<file path="config.mk">
export PLATFORM = sky130hd
export DESIGN_NAME = extint_ctrl
export DESIGN_NICKNAME = d
export VERILOG_FILES = /design/src/rtl/extint_pkg.sv /design/src/rtl/extint_sync.sv /design/src/rtl/extint_trigger.sv /design/src/rtl/extint_regs.sv /design/src/rtl/extint_latch.sv /design/src/rtl/extint_ctrl.sv
export SDC_FILE = /design/constraint.sdc
export NUM_CORES = 1
export LEC_CHECK = 0
export BUFFER_PORTS_ARGS = -buffer_cell sky130_fd_sc_hd__buf_4
export CORE_AREA = 4 4 41 43
export DETAILED_ROUTE_END_ITERATION = 16
export DIE_AREA = 0 0 45 47
export PLACE_DENSITY = 0.68
export SLEW_MARGIN = 20
export SYNTH_ARGS = -nofsm -noshare
export SYNTH_HDL_FRONTEND = slang
export SYNTH_HIERARCHICAL = 1
export SYNTH_SLANG_ARGS = --single-unit
</file>
<file path="constraint.sdc">
create_clock -name clk -period 1.74 [get_ports clk]
set_input_delay 0.174 -clock clk [delete_from_list [all_inputs] [get_ports clk]]
set_output_delay 0.174 -clock clk [all_outputs]
set_load 0.02 [all_outputs]
</file>
<file path="src/rtl/extint_pkg.sv">
package extint_pkg;
  localparam int REG_W    = 8;
  localparam int BIT_MODE = 0;
  localparam int BIT_MASK = 1;
  localparam int BIT_ACK  = 2;
  localparam int BIT_PEND = 3;

  typedef struct packed {
    logic mask;
    logic level;
  } ctl_t;

  function automatic logic [REG_W-1:0] pack_status(input ctl_t c, input logic pend);
    logic [REG_W-1:0] v;
    v           = '0;
    v[BIT_MODE] = c.level;
    v[BIT_MASK] = c.mask;
    v[BIT_PEND] = pend;
    return v;
  endfunction
endpackage

</file>
<file path="src/rtl/extint_sync.sv">
module extint_sync #(
  parameter int STAGES = 2
) (
  input  logic clk,
  input  logic rst,
  input  logic pin_n,
  output logic pin_s
);
  logic [STAGES-1:0] chain;

  generate
    if (STAGES == 1) begin : g_one
      always_ff @(posedge clk) begin
        if (rst) chain <= '1;
        else     chain <= pin_n;
      end
    end else begin : g_many
      always_ff @(posedge clk) begin
        if (rst) chain <= '1;
        else     chain <= {chain[STAGES-2:0], pin_n};
      end
    end
  endgenerate

  assign pin_s = chain[STAGES-1];
endmodule

</file>
<file path="src/rtl/extint_trigger.sv">
module extint_trigger (
  input  logic clk,
  input  logic rst,
  input  logic pin_s,
  input  logic level_mode,
  output logic pin_prev,
  output logic fall,
  output logic set_req
);
  always_ff @(posedge clk) begin
    if (rst) pin_prev <= 1'b1;
    else     pin_prev <= pin_s;
  end

  always_comb begin
    fall    = pin_prev & ~pin_s;
    set_req = fall | (level_mode & ~pin_s);
  end
endmodule

</file>
<file path="src/rtl/extint_regs.sv">
module extint_regs
  import extint_pkg::*;
#(
  parameter int              ADDR_W   = 4,
  parameter logic [ADDR_W-1:0] REG_ADDR = '0
) (
  input  logic              clk,
  input  logic              rst,
  input  logic              bus_sel,
  input  logic              bus_wr,
  input  logic [ADDR_W-1:0] bus_addr,
  input  logic [REG_W-1:0]  bus_wdata,
  input  logic              halt_active,
  input  logic              halt_clr_en,
  input  logic              pend,
  output ctl_t              ctl,
  output ctl_t              ctl_nxt,
  output logic              ack_hit,
  output logic [REG_W-1:0]  rdata
);
  logic hit, wr_hit, rd_hit, clr_allowed;
  logic unused_wbits;

  assign unused_wbits = &{1'b0, bus_wdata[REG_W-1:BIT_PEND]};

  always_comb begin
    hit         = bus_sel && (bus_addr == REG_ADDR);
    wr_hit      = hit && bus_wr;
    rd_hit      = hit && !bus_wr;
    clr_allowed = !halt_active || halt_clr_en;
    ack_hit     = wr_hit && bus_wdata[BIT_ACK] && clr_allowed;
    ctl_nxt     = ctl;
    if (wr_hit) begin
      ctl_nxt.level = bus_wdata[BIT_MODE];
      ctl_nxt.mask  = bus_wdata[BIT_MASK];
    end
  end

  always_ff @(posedge clk) begin
    if (rst) begin
      ctl   <= '0;
      rdata <= '0;
    end else begin
      ctl   <= ctl_nxt;
      rdata <= rd_hit ? pack_status(ctl, pend) : '0;
    end
  end
endmodule

</file>
<file path="src/rtl/extint_latch.sv">
module extint_latch (
  input  logic clk,
  input  logic rst,
  input  logic set_req,
  input  logic clr_req,
  output logic pend,
  output logic pend_nxt
);
  always_comb begin
    if (set_req)      pend_nxt = 1'b1;
    else if (clr_req) pend_nxt = 1'b0;
    else              pend_nxt = pend;
  end

  always_ff @(posedge clk) begin
    if (rst) pend <= 1'b0;
    else     pend <= pend_nxt;
  end
endmodule

</file>
<file path="src/rtl/extint_ctrl.sv">
module extint_ctrl
  import extint_pkg::*;
#(
  parameter int                ADDR_W      = 4,
  parameter logic [ADDR_W-1:0] REG_ADDR    = 4'h5,
  parameter int                SYNC_STAGES = 2
) (
  input  logic              clk,
  input  logic              rst,
  input  logic              pin_n,
  input  logic              bus_sel,
  input  logic              bus_wr,
  input  logic [ADDR_W-1:0] bus_addr,
  input  logic [7:0]        bus_wdata,
  output logic [7:0]        bus_rdata,
  input  logic              halt_active,
  input  logic              halt_clr_en,
  output logic              cpu_irq
);
  logic pin_s, pin_prev, fall, set_req;
  logic ack_hit, pend_q, pend_nxt;
  ctl_t ctl, ctl_nxt;

  extint_sync #(.STAGES(SYNC_STAGES)) u_sync (
    .clk(clk), .rst(rst), .pin_n(pin_n), .pin_s(pin_s)
  );

  extint_trigger u_trig (
    .clk(clk), .rst(rst), .pin_s(pin_s), .level_mode(ctl.level),
    .pin_prev(pin_prev), .fall(fall), .set_req(set_req)
  );

  extint_regs #(.ADDR_W(ADDR_W), .REG_ADDR(REG_ADDR)) u_regs (
    .clk(clk), .rst(rst), .bus_sel(bus_sel), .bus_wr(bus_wr),
    .bus_addr(bus_addr), .bus_wdata(bus_wdata),
    .halt_active(halt_active), .halt_clr_en(halt_clr_en),
    .pend(pend_q), .ctl(ctl), .ctl_nxt(ctl_nxt),
    .ack_hit(ack_hit), .rdata(bus_rdata)
  );

  extint_latch u_latch (
    .clk(clk), .rst(rst), .set_req(set_req), .clr_req(ack_hit),
    .pend(pend_q), .pend_nxt(pend_nxt)
  );

  always_ff @(posedge clk) begin
    if (rst) cpu_irq <= 1'b0;
    else     cpu_irq <= pend_nxt & ~ctl_nxt.mask;
  end
endmodule

</file>
==> out/qor.yml <==
status:
  status: "complete, no violations"
flow_run:
  cap_violations: 0
grt:
  grt_pass1_vias: 260
  grt.met2_usage_pct: 9.60
  use_met1_pct: 8.29
  grt_pass1_wl_mm: 1.04
  grt-busiest-layer: "met2"
  grtUsageMet3_pct: 5.75
  grt_max_degree: 11
  grt_use_total_pct: 7.22
  gr-total-overflow: 0
  antenna_found_initial: 0
synth:
  synthesis.area_um2: 458
  ys_warn_count: 6
  syn_avg_cell_area_um2: 10.6
  netlist_instances: 43
sta:
  skew_ns: 0.00415
  max_freq_mhz: 895
  fin_ws_ns: 0.622
  fin_crit_sh_pct: 64.2
  grt_setup_unrepaired: "false"
  setup_violations: 0
  tns_ns: 0
  finalCriticalPeriod_ns: 1.12
  holdWs_ns: 0.0982
  hold_violations: 0
  slew_viol_final: 0
pwr:
  p_leak_uw: 0.000271
  power_density_mw_per_mm2: 727
  peakVddDrop_v: 0.000365
  p_seq_share_pct: 53.9
  p_sw_share_pct: 21.3
  p_clk_share_pct: 32.8
  combinationalPowerShare_pct: 13.3
  p_int_uw: 346
  p_sw_uw: 93.6
detailed_routing:
  drc_errors: 0
  wl_per_cell_um: 8.62
  vias: 321
  firstDrtPassIters: 2
  drtIter0Drc: 6
  drt-total-wl_um: 664
  via_per_inst: 4.17
  drtAntennaViolNets: 0
cts:
  clockBufferDepth: 2
  h-tree-depth: 1
  cts.repair.resized: 0
  clock_latency_ns: 0.25
  cts_tree: "built"
  numCtsBuffers: 3
  cts_num_sinks: 10
  path_clk_slew_ns: 0.06
  post-cts-setup-buffers: 0
  cts_hold_buf: 0
  clock_tree.root_cell: "clkbuf_4"
critical_path:
  crit_type: "input port to flip-flop"
  slowest_stage: "nor3b_4"
  crit_required_ns: 1.88
  crit_fanout: 4
  reg2reg_slack_ns: 0.85
  crit_path_max_incr_delay_ns: 0.31
  arrival_ns: 1.26
  end_kind: "flip-flop"
  startpoint_type: "input port"
  crit_chain: "buf_4 > nand4b_4 > nor3b_4 > and3_1 > nand2b_4 > nand2_1 > nor3b_2"
finish:
  diodes: 0
  syn2layout_area_growth_pct: 32.0
  layout.nets: 83
  fin_area_um2: 604
  drive_gt1_share_pct: 43.5
  final_core_util_pct: 46.4
min_path:
  min_path_type: "input port to flip-flop"
floorplan:
  initial_core_util_pct: 35.2
  dieHeight_um: 47
  rows: 13
  dieWidth_um: 45
  core_area_mm2: 0.00130
  dieArea_mm2: 0.00212
  ioPinCount: 28
placement:
  gp_congestion: 0.669
  pre_cts_ws_ns: 0.345
  placed_area_um2: 582
  portBuffers: 17
  hpwlAfterDp_um: 557
[worst paths after layout]
kind | start | cells past startpoint | endpoint
worst max register to register | u_regs/ctl[0] | 4 | cpu_irq
worst max-delay path | bus_addr[3] | 7 | cpu_irq
worst min register to register | u_sync/chain[0] | 1 | u_sync/chain[1]
worst min-delay path | pin_n | 2 | u_sync/chain[0]
[layout make-up]
type	instances	area [um2]
Sequential cell	10	200
Inverter	4	15.0
Multi-Input combinational cell	28	220
Tap cell	15	18.8
Clock buffer	3	22.5
Timing Repair Buffer	17	128
Fill cell	136	697
[cell usage in the layout, fill, tap and decap left out, drive strengths merged]
cell / count
inv: 4
mux2i: 2
buf: 17
nor3b: 2
dfxtp: 10
and3: 1
o21ba: 1
conb: 5
nand4b: 1
nor2: 3
a21oi: 1
or4: 1
clkbuf: 3
or2: 3
nand2: 1
mux2: 1
nand2b: 6
[routing by layer]
metal  wire length (um)  vias up
li1                   -      164
met1                260      137
met2                305       20
met3                 97        0
met4                  0        0
met5                  0        -
[metrics by stage]
stage | instances | power (uW)
floorplan | 47 | 278
global placement | 74 | 300
detailed placement | 74 | 301
CTS | 77 | 446
global route | 77 | 466
finish | 77 | 440
[registers in the layout (all words and copies together), names as in the netlist]
name             flops
u_latch/pend         1
u_regs/rdata         3
u_trig/pin_prev      1
u_regs/ctl           2
cpu_irq              1
u_sync/chain         2
[critical path: cells and delay by family]
family	cells	cell delay [ns]
buffers and inverters	1	0.11
AND/OR/NAND/NOR	6	0.98
[power by group through the flow]
stage	logic, uW	clock network [uW]	registers [uW]
final	58.3	144	237
after global routing	63.2	166	237
after CTS	58.8	150	237
after detailed placement	58.8	0	242
after global placement	58.1	0	242
after floorplan	34.8	0	243
Note: power is estimated with default switching activity, not from simulation.
